`config.mk`:
```
export PLATFORM = sky130hd
export DESIGN_NAME = cos_irq_unit
export DESIGN_NICKNAME = d
export VERILOG_FILES = /design/src/rtl/cos_irq_unit.sv
export SDC_FILE = /design/constraint.sdc
export NUM_CORES = 1
export LEC_CHECK = 0
export BUFFER_PORTS_ARGS = -buffer_cell sky130_fd_sc_hd__buf_2
export CAP_MARGIN = 20
export CORE_UTILIZATION = 60
export DETAILED_ROUTE_END_ITERATION = 8
export HOLD_SLACK_MARGIN = 0.06
export PLACE_DENSITY = 0.84
export REMOVE_ABC_BUFFERS = 1
export SYNTH_ARGS = -nofsm -noshare
export SYNTH_HDL_FRONTEND = slang
export SYNTH_SLANG_ARGS = --single-unit
export TNS_END_PERCENT = 1
```
`constraint.sdc`:
```
create_clock -name clk -period 2.77 [get_ports clk]
set_input_delay 0.4155 -clock clk [delete_from_list [all_inputs] [get_ports clk]]
set_output_delay 0.4155 -clock clk [all_outputs]
set_load 0.01 [all_outputs]
```
`src/rtl/cos_irq_unit.sv`:
```
module cos_irq_unit (
  input  logic        clk,
  input  logic        rst_n,
  input  logic [3:0]  addr,
  input  logic        wr_en,
  input  logic [7:0]  wdata,
  output logic [7:0]  rdata,
  input  logic [23:0] iso_in,
  output logic [23:0] fet_out,
  input  logic [7:0]  gp_in,
  output logic [7:0]  gp_out,
  output logic [7:0]  gp_oe,
  input  logic        gp_wr,
  input  logic [7:0]  gp_wdata,
  input  logic [7:0]  gp_wdir,
  output logic        irq
);

  localparam int NGRP = 4;
  localparam int NLINE = NGRP * 8;

  logic [NLINE-1:0] sync1, sync2, prev, status;
  logic [NLINE-1:0] rise, fall, hit, clr;
  logic [7:0]       en_reg;

  assign rise = sync2 & ~prev;
  assign fall = ~sync2 & prev;

  for (genvar g = 0; g < NGRP; g++) begin : g_grp
    assign hit[g*8 +: 8] = (rise[g*8 +: 8] & {8{en_reg[g]}})
                         | (fall[g*8 +: 8] & {8{en_reg[g+NGRP]}});
    assign clr[g*8 +: 8] = (wr_en && addr == 4'(8 + g)) ? wdata : 8'h00;
  end

  always_ff @(posedge clk or negedge rst_n) begin
    if (!rst_n) begin
      sync1  <= '0;
      sync2  <= '0;
      prev   <= '0;
      status <= '0;
    end else begin
      sync1  <= {gp_in, iso_in};
      sync2  <= sync1;
      prev   <= sync2;
      status <= (status & ~clr) | hit;
    end
  end

  always_ff @(posedge clk or negedge rst_n) begin
    if (!rst_n) begin
      fet_out <= '0;
      en_reg  <= '0;
    end else if (wr_en) begin
      case (addr)
        4'd0:  fet_out[7:0]   <= wdata;
        4'd1:  fet_out[15:8]  <= wdata;
        4'd2:  fet_out[23:16] <= wdata;
        4'd14: en_reg         <= wdata;
        default: ;
      endcase
    end
  end

  always_ff @(posedge clk or negedge rst_n) begin
    if (!rst_n) begin
      gp_out <= '0;
      gp_oe  <= '0;
    end else if (gp_wr) begin
      gp_out <= gp_wdata;
      gp_oe  <= gp_wdir;
    end
  end

  always_comb begin
    case (addr)
      4'd0:  rdata = fet_out[7:0];
      4'd1:  rdata = fet_out[15:8];
      4'd2:  rdata = fet_out[23:16];
      4'd4:  rdata = sync2[7:0];
      4'd5:  rdata = sync2[15:8];
      4'd6:  rdata = sync2[23:16];
      4'd7:  rdata = sync2[31:24];
      4'd8:  rdata = status[7:0];
      4'd9:  rdata = status[15:8];
      4'd10: rdata = status[23:16];
      4'd11: rdata = status[31:24];
      4'd14: rdata = en_reg;
      default: rdata = 8'h00;
    endcase
  end

  assign irq = |status;

endmodule


```
==> qor.txt <==
Post-layout minimum cycle time = 2.509 ns
DRT iter0 DRCs = 541
Layout fillers = 720
Crit-path cells = mux4_2 -> nand2_1 -> o21ai_1 -> a221o_1 -> buf_2
WP data required = 2.35 ns
Max_cap viols = 0
Core area = 0.01103 sq mm
IO Count = 113
Worst path buffer plus inverter count = 1
Resize count post-CTS = 0
GP Congestion = 0.9797
Crit-path max FO = 10
CTS H-tree lvls = 4
Fmax = 398.6 MHz
Main synth FF type = dfrtp_1
CP Data Arrival Time = 2.09 ns
Pleak = 3.586 nW
CP endpoint kind = primary output
Post-layout util = 0.7424
Biggest cell delay along the critical path = 0.56 ns
Hold Fails Final Rpt = 0
Drt total wl = 17750 microns
N_diodes = 0
Slowest CP cell = dfrtp_1
Initial Util = 0.6285
Relative slew slack = 0.5650
Wirelength per Cell = 21.15 microns
Final HPWL DP = 11860 microns
DIE WIDTH = 109.5 microns
Ys Warns = 0
DIE HEIGHT = 109.5 microns
Fin area = 0.008189 sq mm
First-pass GRT wire length = 27860 microns
Netlist cell types = 53
Power per cell area = 753.7 mW/mm^2
Reg clk slew, reported paths = 0.07 ns
Antenna Nets Post-Route = 0
Port bufs = 112
EDFF count, synth = 0
Num CTS Buffers = 17
CTS tree = built
Hold-fix buffers at CTS = 1
Commonest non-fill, non-tap cell in the layout = dfrtp_1
Post CTS Setup Buffer Count = 0
Mapped Avg Cell Area = 12.08 sq um
Largest net degree at the start of global routing = 72
DRT Pass-1 Iters = 5
DIE AREA = 0.01199 sq mm
Std-Cell Rows = 38
CTS sink count = 176
CTS Root Cell = clkbuf_16
Gate Count Post-Synth = 574
Register area share after synthesis = 0.6353
Area growth syn-to-layout = 18.12%
RSZ-0062 raised after global routing = false
Share of layout cells above drive strength 1 = 0.2647
Vias in the first global route = 5374
Initial antenna violation count = 0
Register area = 0.004404 sq mm
Grt total ovfl = 0
Most frequent cells in the layout = dfrtp_1, buf_2, nand2_1
Status = finished, final reports clean
Max VDD drop = 0.7061 mV
Final Max Tran Viols = 0
Fin crit share = 0.9057
Async SR Flop Fraction = 1.000
Routed vias/inst = 6.223
CP top delay family = flip-flops
Worst Hold Class = primary input to flip-flop
Tot GR Track Use = 0.3240
Nets = 751
Worst-Skew Late Latency = 0.44 ns
Total number of vias = 5221
Synthesized area = 0.006933 sq mm
Actual slew at the worst max-slew pin = 0.6526 ns
Worst Skew = 0.01718 ns
Clk buf depth = 2
Post-route DRC = 0
Multi-input gate area = 0.002316 sq mm
Final setup viols = 0
Setup_tns = 0 ns
Critical path startpoint category = flip-flop
Setup CP Type = flip-flop to primary output
Seq cells post-synth = 176
Area after DPL = 0.007622 sq mm
per-stage QoR:
stage / cells / setup WS [ns] / hold WS [ns] / power, mW
after floorplan: 542 / 0.9712 / 0.1199 / 3.456
after detailed placement: 807 / 0.3057 / 0.3347 / 3.931
after global placement: 807 / 0.3355 / 0.3313 / 3.887
after CTS: 839 / 0.2534 / 0.06279 / 6.203
final: 839 / 0.2611 / 0.07425 / 6.172
after global routing: 839 / 0.1662 / 0.06202 / 6.425
final timing paths:
check | from | endpoint | slack, ns | cells past startpoint
max | en_reg[0]$_DFFE_PN0P_ | rdata[0] | 0.26 | 5
min | gp_in[1] | sync1[25]$_DFF_PN0_ | 0.07 | 1
max reg2reg | en_reg[4]$_DFFE_PN0P_ | status[5]$_DFF_PN0_ | 1.64 | 3
min reg2reg | sync1[1]$_DFF_PN0_ | sync2[1]$_DFF_PN0_ | 0.35 | 0
max in group asynchronous | rst_n | sync2[13]$_DFF_PN0_ | 1.48 | 3
min in group asynchronous | rst_n | prev[19]$_DFF_PN0_ | 0.56 | 2
cells in the mapped netlist (7+ instances only):
cell type / instances / area (sq um)
nor4_1: 8 / 50.05
o22ai_1: 9 / 56.30
o21ai_1: 54 / 270.3
o211ai_1: 28 / 210.2
buf_2: 14 / 70.07
mux2_1: 12 / 135.1
nand3b_1: 30 / 225.2
nor2_1: 7 / 26.28
clkbuf_1: 8 / 30.03
a31oi_1: 7 / 43.79
mux2_2: 18 / 202.7
inv_1: 9 / 33.78
mux2i_1: 12 / 120.1
o21ai_0: 9 / 45.04
nand3_1: 14 / 70.07
dfrtp_1: 176 / 4404
nand2_1: 78 / 292.8
worst register-to-register path, cell delays in order (launching register included):
cell     delay (ns)
dfrtp_1        0.68
nand2_1        0.11
o22ai_1        0.17
a21o_1         0.10
metal layers:
layer  GRT usage  wire (microns)  vias up
met5           0               0        -
met4      0.1705             676        0
li1            -               -     2298
met2      0.5229            8674      256
met1      0.4014            7039     2610
met3     0.08773            1358       57
power breakdown:
| group | leakage, nW | switching, mW | internal, mW | total (mW) |
|---|---|---|---|---|
| Sequential | 2.01 | 0.303 | 2.82 | 3.13 |
| Combinational | 1.31 | 0.427 | 0.349 | 0.775 |
| Clock | 0.267 | 1.07 | 1.20 | 2.27 |
| Total | 3.59 | 1.80 | 4.38 | 6.17 |
kinds of logic (layout without fill, tap and decap cells):
| family | after synthesis | in the layout | share of synthesized area |
|---|---|---|---|
| flip-flops | 176 | 176 | 0.6353 |
| buffers and inverters | 42 | 167 | 0.03068 |
| multiplexers | 44 | 44 | 0.07255 |
| AND/OR/NAND/NOR | 174 | 174 | 0.1363 |
| AO/OA/AOI/OAI | 138 | 138 | 0.1252 |
cell type report:
type / count / share of cell area
Timing Repair Buffer: 126 / 0.08541
Sequential cell: 176 / 0.5378
Multi-Input combinational cell: 356 / 0.2828
Tap cell: 140 / 0.02139
Clock buffer: 18 / 0.05363
Inverter: 10 / 0.004584
Clock inverter: 13 / 0.01436
Note: power is estimated with default switching activity, not from simulation.
